`src/rtl/addr_walk_pkg.sv`:
```
package addr_walk_pkg;

  typedef enum logic [2:0] {
    C_IDLE,
    C_CHECK,
    C_RD1,
    C_CAP1,
    C_WR,
    C_RD2,
    C_CAP2
  } core_state_e;

  typedef enum logic [1:0] {
    S_IDLE,
    S_RUN_LO,
    S_RUN_HI
  } seq_state_e;

endpackage

```
`src/rtl/addr_walk_mask_gen.sv`:
```
module addr_walk_mask_gen #(
  parameter int ADDR_W = 16,
  parameter int LSB    = 3
) (
  input  logic              clk_i,
  input  logic              rst_ni,
  input  logic              init_i,
  input  logic              step_i,
  output logic [ADDR_W-1:0] mask_o,
  output logic              last_o
);

  logic [ADDR_W-1:0] mask_q;

  always_ff @(posedge clk_i or negedge rst_ni) begin
    if (!rst_ni) begin
      mask_q <= '0;
    end else if (init_i) begin
      mask_q <= ADDR_W'(1) << LSB;
    end else if (step_i) begin
      mask_q <= mask_q << 1;
    end
  end

  assign mask_o = mask_q;
  assign last_o = mask_q[ADDR_W-1];

endmodule

```
`src/rtl/addr_walk_range_chk.sv`:
```
module addr_walk_range_chk #(
  parameter int ADDR_W = 16
) (
  input  logic [ADDR_W-1:0] base_i,
  input  logic [ADDR_W:0]   size_i,
  input  logic [ADDR_W-1:0] addr_i,
  output logic              in_range_o
);

  logic [ADDR_W:0] limit;
  logic            above_base;
  logic            below_limit;

  assign limit       = {1'b0, base_i} + size_i;
  assign above_base  = (addr_i >= base_i);
  assign below_limit = ({1'b0, addr_i} < limit);
  assign in_range_o  = above_base && below_limit;

endmodule

```
`src/rtl/addr_walk_core.sv`:
```
module addr_walk_core
  import addr_walk_pkg::*;
#(
  parameter int ADDR_W = 16,
  parameter int DATA_W = 64,
  parameter int LSB    = 3
) (
  input  logic              clk_i,
  input  logic              rst_ni,
  input  logic              start_i,
  input  logic [ADDR_W-1:0] test_addr_i,
  input  logic [ADDR_W-1:0] base_i,
  input  logic [ADDR_W:0]   size_i,
  output logic              mem_req_o,
  output logic              mem_we_o,
  output logic [ADDR_W-1:0] mem_addr_o,
  output logic [DATA_W-1:0] mem_wdata_o,
  input  logic [DATA_W-1:0] mem_rdata_i,
  output logic              fault_o,
  output logic [ADDR_W-1:0] test_o,
  output logic [ADDR_W-1:0] partner_o,
  output logic [ADDR_W-1:0] mask_o,
  output logic              done_o
);

  core_state_e       state_q, state_d;
  logic [ADDR_W-1:0] test_q;
  logic [DATA_W-1:0] wr_val_q;
  logic              done_q;
  logic [ADDR_W-1:0] mask;
  logic [ADDR_W-1:0] partner;
  logic              last;
  logic              in_range;
  logic              mask_init;
  logic              mask_step;
  logic              finish;

  addr_walk_mask_gen #(.ADDR_W(ADDR_W), .LSB(LSB)) u_mask (
    .clk_i  (clk_i),
    .rst_ni (rst_ni),
    .init_i (mask_init),
    .step_i (mask_step),
    .mask_o (mask),
    .last_o (last)
  );

  assign partner = test_q ^ mask;

  addr_walk_range_chk #(.ADDR_W(ADDR_W)) u_range (
    .base_i     (base_i),
    .size_i     (size_i),
    .addr_i     (partner),
    .in_range_o (in_range)
  );

  always_comb begin
    state_d   = state_q;
    mask_init = 1'b0;
    mask_step = 1'b0;
    finish    = 1'b0;
    unique case (state_q)
      C_IDLE: if (start_i) begin
        mask_init = 1'b1;
        state_d   = C_CHECK;
      end
      C_CHECK: begin
        if (in_range) begin
          state_d = C_RD1;
        end else if (last) begin
          finish  = 1'b1;
          state_d = C_IDLE;
        end else begin
          mask_step = 1'b1;
        end
      end
      C_RD1:  state_d = C_CAP1;
      C_CAP1: state_d = C_WR;
      C_WR:   state_d = C_RD2;
      C_RD2:  state_d = C_CAP2;
      C_CAP2: begin
        if (last) begin
          finish  = 1'b1;
          state_d = C_IDLE;
        end else begin
          mask_step = 1'b1;
          state_d   = C_CHECK;
        end
      end
      default: state_d = C_IDLE;
    endcase
  end

  always_ff @(posedge clk_i or negedge rst_ni) begin
    if (!rst_ni) begin
      state_q  <= C_IDLE;
      test_q   <= '0;
      wr_val_q <= '0;
      done_q   <= 1'b0;
    end else begin
      state_q <= state_d;
      done_q  <= finish;
      if (state_q == C_IDLE && start_i) test_q <= test_addr_i;
      // value for the test word is kept so it is never read back
      if (state_q == C_CAP1) wr_val_q <= ~mem_rdata_i;
    end
  end

  always_comb begin
    mem_req_o   = 1'b0;
    mem_we_o    = 1'b0;
    mem_addr_o  = partner;
    mem_wdata_o = wr_val_q;
    unique case (state_q)
      C_RD1, C_RD2: mem_req_o = 1'b1;
      C_WR: begin
        mem_req_o  = 1'b1;
        mem_we_o   = 1'b1;
        mem_addr_o = test_q;
      end
      default: ;
    endcase
  end

  assign fault_o   = (state_q == C_CAP2) && (mem_rdata_i == wr_val_q);
  assign test_o    = test_q;
  assign partner_o = partner;
  assign mask_o    = mask;
  assign done_o    = done_q;

endmodule

```
`src/rtl/addr_walk_tester.sv`:
```
module addr_walk_tester
  import addr_walk_pkg::*;
#(
  parameter int ADDR_W = 16,
  parameter int DATA_W = 64
) (
  input  logic              clk_i,
  input  logic              rst_ni,
  input  logic              start_i,
  input  logic [ADDR_W-1:0] base_i,
  input  logic [ADDR_W:0]   size_i,
  output logic              busy_o,
  output logic              done_o,
  output logic              pass_o,
  output logic [ADDR_W-1:0] fail_test_o,
  output logic [ADDR_W-1:0] fail_partner_o,
  output logic [ADDR_W-1:0] fail_mask_o,
  output logic              mem_req_o,
  output logic              mem_we_o,
  output logic [ADDR_W-1:0] mem_addr_o,
  output logic [DATA_W-1:0] mem_wdata_o,
  input  logic [DATA_W-1:0] mem_rdata_i
);

  localparam int WORD_BYTES = DATA_W / 8;
  localparam int LSB        = $clog2(WORD_BYTES);

  seq_state_e        state_q;
  logic              core_start;
  logic              core_done;
  logic              core_fault;
  logic [ADDR_W-1:0] core_test_in;
  logic [ADDR_W-1:0] core_test;
  logic [ADDR_W-1:0] core_partner;
  logic [ADDR_W-1:0] core_mask;
  logic [ADDR_W:0]   top_sum;
  logic [ADDR_W-1:0] top_addr;
  logic              fault_seen_q;
  logic              pass_q;
  logic              done_q;
  logic [ADDR_W-1:0] f_test_q, f_partner_q, f_mask_q;

  assign top_sum  = {1'b0, base_i} + size_i - (ADDR_W+1)'(WORD_BYTES);
  assign top_addr = top_sum[ADDR_W-1:0];

  always_comb begin
    core_start   = 1'b0;
    core_test_in = base_i;
    unique case (state_q)
      S_IDLE:   core_start = start_i;
      S_RUN_LO: begin
        core_start   = core_done;
        core_test_in = top_addr;
      end
      default:  ;
    endcase
  end

  addr_walk_core #(.ADDR_W(ADDR_W), .DATA_W(DATA_W), .LSB(LSB)) u_core (
    .clk_i       (clk_i),
    .rst_ni      (rst_ni),
    .start_i     (core_start),
    .test_addr_i (core_test_in),
    .base_i      (base_i),
    .size_i      (size_i),
    .mem_req_o   (mem_req_o),
    .mem_we_o    (mem_we_o),
    .mem_addr_o  (mem_addr_o),
    .mem_wdata_o (mem_wdata_o),
    .mem_rdata_i (mem_rdata_i),
    .fault_o     (core_fault),
    .test_o      (core_test),
    .partner_o   (core_partner),
    .mask_o      (core_mask),
    .done_o      (core_done)
  );

  always_ff @(posedge clk_i or negedge rst_ni) begin
    if (!rst_ni) begin
      state_q      <= S_IDLE;
      fault_seen_q <= 1'b0;
      pass_q       <= 1'b0;
      done_q       <= 1'b0;
      f_test_q     <= '0;
      f_partner_q  <= '0;
      f_mask_q     <= '0;
    end else begin
      done_q <= 1'b0;
      unique case (state_q)
        S_IDLE: if (start_i) begin
          state_q      <= S_RUN_LO;
          fault_seen_q <= 1'b0;
          pass_q       <= 1'b0;
          f_test_q     <= '0;
          f_partner_q  <= '0;
          f_mask_q     <= '0;
        end
        S_RUN_LO: if (core_done) state_q <= S_RUN_HI;
        S_RUN_HI: if (core_done) begin
          state_q <= S_IDLE;
          done_q  <= 1'b1;
          pass_q  <= !fault_seen_q;
        end
        default: state_q <= S_IDLE;
      endcase
      // only the first alias of a start is kept
      if (core_fault && !fault_seen_q) begin
        fault_seen_q <= 1'b1;
        f_test_q     <= core_test;
        f_partner_q  <= core_partner;
        f_mask_q     <= core_mask;
      end
    end
  end

  assign busy_o         = (state_q != S_IDLE);
  assign done_o         = done_q;
  assign pass_o         = pass_q;
  assign fail_test_o    = f_test_q;
  assign fail_partner_o = f_partner_q;
  assign fail_mask_o    = f_mask_q;

endmodule

```
`config.mk`:
```
export PLATFORM = sky130hd
export DESIGN_NAME = addr_walk_tester
export DESIGN_NICKNAME = d
export VERILOG_FILES = /design/src/rtl/addr_walk_pkg.sv /design/src/rtl/addr_walk_mask_gen.sv /design/src/rtl/addr_walk_range_chk.sv /design/src/rtl/addr_walk_core.sv /design/src/rtl/addr_walk_tester.sv
export SDC_FILE = /design/constraint.sdc
export NUM_CORES = 1
export LEC_CHECK = 0
export ABC_AREA = 1
export CORE_ASPECT_RATIO = 1.1
export CORE_MARGIN = 2
export CORE_UTILIZATION = 45
export CTS_BUF_LIST = sky130_fd_sc_hd__clkbuf_8
export DETAILED_ROUTE_END_ITERATION = 16
export DONT_BUFFER_PORTS = 1
export GPL_ROUTABILITY_DRIVEN = 0
export RECOVER_POWER = 25
export SLEW_MARGIN = 20
export SYNTH_ARGS = -nofsm -noshare
export SYNTH_HDL_FRONTEND = slang
export SYNTH_SLANG_ARGS = --single-unit
```
`constraint.sdc`:
```
create_clock -name clk_i -period 2.55 [get_ports clk_i]
set_input_delay 0.3825 -clock clk_i [delete_from_list [all_inputs] [get_ports clk_i]]
set_output_delay 0.3825 -clock clk_i [all_outputs]
set_load 0.02 [all_outputs]
```
==> out/summary.txt <==
outcome: complete, but fails checks
failing checks: negative hold slack, negative setup slack
M1 GR Usage: 0.2801
Max Buffers Root-to-Sink: 2
max_cap viols: 0
Crit. End Element: flip-flop
skew final: 0.01574 ns
clk root buf: clkbuf_8
max-slew violations: 0
HPWL after DPL: 18.41 mm
worst relative slew slack: 0.2923
Initial DRT Pass Iterations: 5
min Tclk post-route: 2.628 ns
DRT Wirelength: 24.29 mm
hold crit path type: input port to asynchronous set/reset pin
synthesized instance count: 1106
max incr delay on CP: 0.35 ns
cell area after synthesis: 0.008567 mm²
setup violators final: 11
core area: 0.01854 mm²
Layout fillers: 1751
Syn Area/Cell: 7.746 µm²
Reg-to-Reg Start: u_core.u_mask.mask_o[4]
initial antenna violation count: 0
Seq/Total Area, Yosys: 0.4206
Critical Path Stages: 18
layout cells sized above 1: 0.1925
Iter 0 DRT Violations: 392
drt drc: 0
total CTS buffers: 17
crit-path cells: ha_4 > fa_2 > nand2_2 > nand3_4 > nand2_4 > o21ai_4 > xor2_2 > inv_2 > ha_4 > nand4_1 > nor3_2 > buf_4 > nand4_1 > nand4_4 > nand2_4 > buf_6 > nand3_1 > nand2_1
worst endpoint required time: 2.88 ns
Post-synth ARST share: 1.000
Peak VDD IR: 0.5863 mV
H-tree depth: 4
# port buffers: 0
Die W: 135.6 µm
Hold Violations, Final: 144
I/O pins: 233
CP top delay family: simple AND/OR/NAND/NOR gates
global-route wire length before repair: 37.54 mm
CP arrival: 2.95 ns
die area: 0.02016 mm²
crit path to: u_core.u_mask.mask_o[3]
Vias/cell: 5.232
Clock transition at path regs: 0.09 ns
Initial Utilization: 0.4620
total track usage: 0.2389
Pleak: 5.260 nW
CP Buf/Inv Count: 3
CP startpoint kind: input port
reg-to-reg setup timing slack: 0.07 ns
cell row count: 52
Worst Setup SP: base_i[0]
Fin Hold WS: -0.3820 ns
GR Util met3: 0.09168
crit-path max FO: 7
DR vias: 7576
vias in the first global route: 7240
Area growth syn-to-layout: 21.51%
ant diodes: 0
count of different cell masters after synthesis: 48
busiest grt layer: met2
Congestion Overflow GR: 0
YS warnings: 0
cells on worst reg2reg path: 12
pin count of the biggest net entering global routing: 145
critical path class: input port to flip-flop
EDFF count, synth: 0
clk sink count: 144
fin crit share: 1.031
Util after Layout: 0.5614
CTS tree: built
slew of the pin with the lowest slew margin: 1.062 ns
final net count: 1339
P per Cell Area: 1184 mW/mm²
Worst Setup Slack, final: -0.07839 ns
FF-to-FF End: u_core.u_mask.mask_o[3]
clk_lat worst skew: 0.45 ns
RSZ-0062 raised after global routing: true
Yosys reg bits: 144
ys flop type: dfrtp_1
Peak Freq: 380.5 MHz
post-DR wirelength/cell: 16.78 µm
ANT nets after route: 0
met2 Use GR: 0.4066
Critical-path top delay cell: fa_2
Die H: 148.7 µm
[routing by layer]
layer | part of all wire | wire length (µm)
met1 | 0.41 | 9944
met2 | 0.48 | 11720
met3 | 0.089 | 2155
met4 | 0.019 | 471
met5 | 0 | 0
[layout by cell type (no fill, tap or decap), types with 3 or more instances in the layout]
cell type	Yosys	layout
inv_1	122	121
clkbuf_8	0	18
buf_6	1	3
clkinv_4	0	3
a21oi_1	36	28
ha_1	46	32
a211oi_1	4	3
nand3_4	0	4
conb_1	1	3
buf_4	10	107
xor2_1	27	26
or2_2	3	3
nor4_1	7	7
inv_2	2	4
dfrtp_1	144	144
o211ai_1	4	4
nor2_1	55	48
nor3_1	7	6
nand3_2	2	9
o21ai_0	133	123
nor2_2	1	4
xnor2_1	29	27
nand2_1	280	261
nand3_1	96	85
inv_6	0	5
nor2_4	0	4
nand2_4	0	5
nand2_2	6	19
a21oi_2	1	8
nand4_1	11	11
clkinvlp_4	0	3
o2111ai_1	3	3
o21ai_1	2	9
ha_4	0	14
a22o_1	3	3
o22ai_1	10	10
[how the worst min path moves through the flow]
| stage | from | end |
|---|---|---|
| 2_1_floorplan | rst_ni | done_o |
| 3_3_place_gp | rst_ni | u_core.mem_wdata_o[11] |
| 3_5_place_dp | rst_ni | u_core.mem_wdata_o[11] |
| 4_1_cts | rst_ni | fail_test_o[4] |
| 5_1_grt | rst_ni | u_core.mem_wdata_o[11] |
| 6_report | rst_ni | u_core.mem_wdata_o[11] |
[state kept, by name (all words and copies together), names as in the netlist]
register	count
u_core.done_o	1
done_o	1
fail_mask_o	13
fail_partner_o	13
u_core.test_o	16
fault_seen_q	1
u_core.u_mask.mask_o	13
fail_test_o	16
u_core.mem_wdata_o	64
state_q	2
u_core.state_q	3
pass_o	1
[synthesized netlist by cell type, types with 3 or more instances]
| cell | n | area (µm²) |
|---|---|---|
| or2_2 | 3 | 18.77 |
| a21oi_1 | 36 | 180.2 |
| o2111ai_1 | 3 | 26.28 |
| o221ai_1 | 3 | 26.28 |
| nand3_1 | 96 | 480.5 |
| o22ai_1 | 10 | 62.56 |
| a22o_1 | 3 | 26.28 |
| xor2_1 | 27 | 236.5 |
| clkbuf_1 | 31 | 116.4 |
| dfrtp_1 | 144 | 3603 |
| a211oi_1 | 4 | 30.03 |
| nor3_1 | 7 | 35.03 |
| buf_4 | 10 | 75.07 |
| nand2_1 | 280 | 1051 |
| nand4_1 | 11 | 68.82 |
| o211ai_1 | 4 | 30.03 |
| xnor2_1 | 29 | 254.0 |
| buf_2 | 3 | 15.01 |
| ha_1 | 46 | 575.6 |
| nor2_1 | 55 | 206.5 |
| inv_1 | 122 | 457.9 |
| nor4_1 | 7 | 43.79 |
| o21ai_0 | 133 | 665.6 |
| nand2_2 | 6 | 37.54 |
| buf_1 | 3 | 11.26 |
[cell type report]
type                            instances  area [µm²]  share of cell area
Clock inverter                         14       131.4             0.01262
Sequential cell                       144        3603              0.3462
Multi-Input combinational cell        790        4771              0.4583
Inverter                              126       475.5             0.04567
Clock buffer                           18       247.7             0.02380
Timing Repair Buffer                  113       877.1             0.08425
Tap cell                              243       304.0             0.02921
[logic make-up after synthesis]
| logic type | share of synthesized area |
|---|---|
| AOI/OAI and AO/OA | 0.1342 |
| xor gates and xnor gates | 0.05915 |
| adders and majority gates | 0.06952 |
| buffers and inverters | 0.08193 |
| DFF | 0.4206 |
| other | 0.0004377 |
| and+or+nand+nor | 0.2341 |
[power breakdown]
group	total [mW]	leakage [nW]	switching, mW	internal, mW
clock	1.74	0.188	0.931	0.810
combinational	6.04	3.22	3.56	2.48
sequential	4.54	1.85	1.50	3.04
[through the flow]
stage | area, µm² | setup WS (ns) | power (mW) | instances | setup TNS, ns
2_1_floorplan | 8600 | -0.4187 | 7.909 | 1108 | -5.894
3_3_place_gp | 9453 | -0.6378 | 10.08 | 1403 | -10.01
3_5_place_dp | 9453 | -0.7045 | 10.16 | 1403 | -11.00
4_1_cts | 10090 | -0.04434 | 12.19 | 1446 | -0.3095
5_1_grt | 10410 | -0.2342 | 13.37 | 1448 | -3.078
6_report | 10410 | -0.07839 | 12.33 | 1448 | -0.6395
[what timing repair did]
action	CTS	global route
endpoints found under the hold margin	144	146
setup buffers	11	1
setup endpoints to repair	23	24
resized for setup	38	60
pin swaps	8	29
Note: power is estimated with default switching activity, not from simulation.
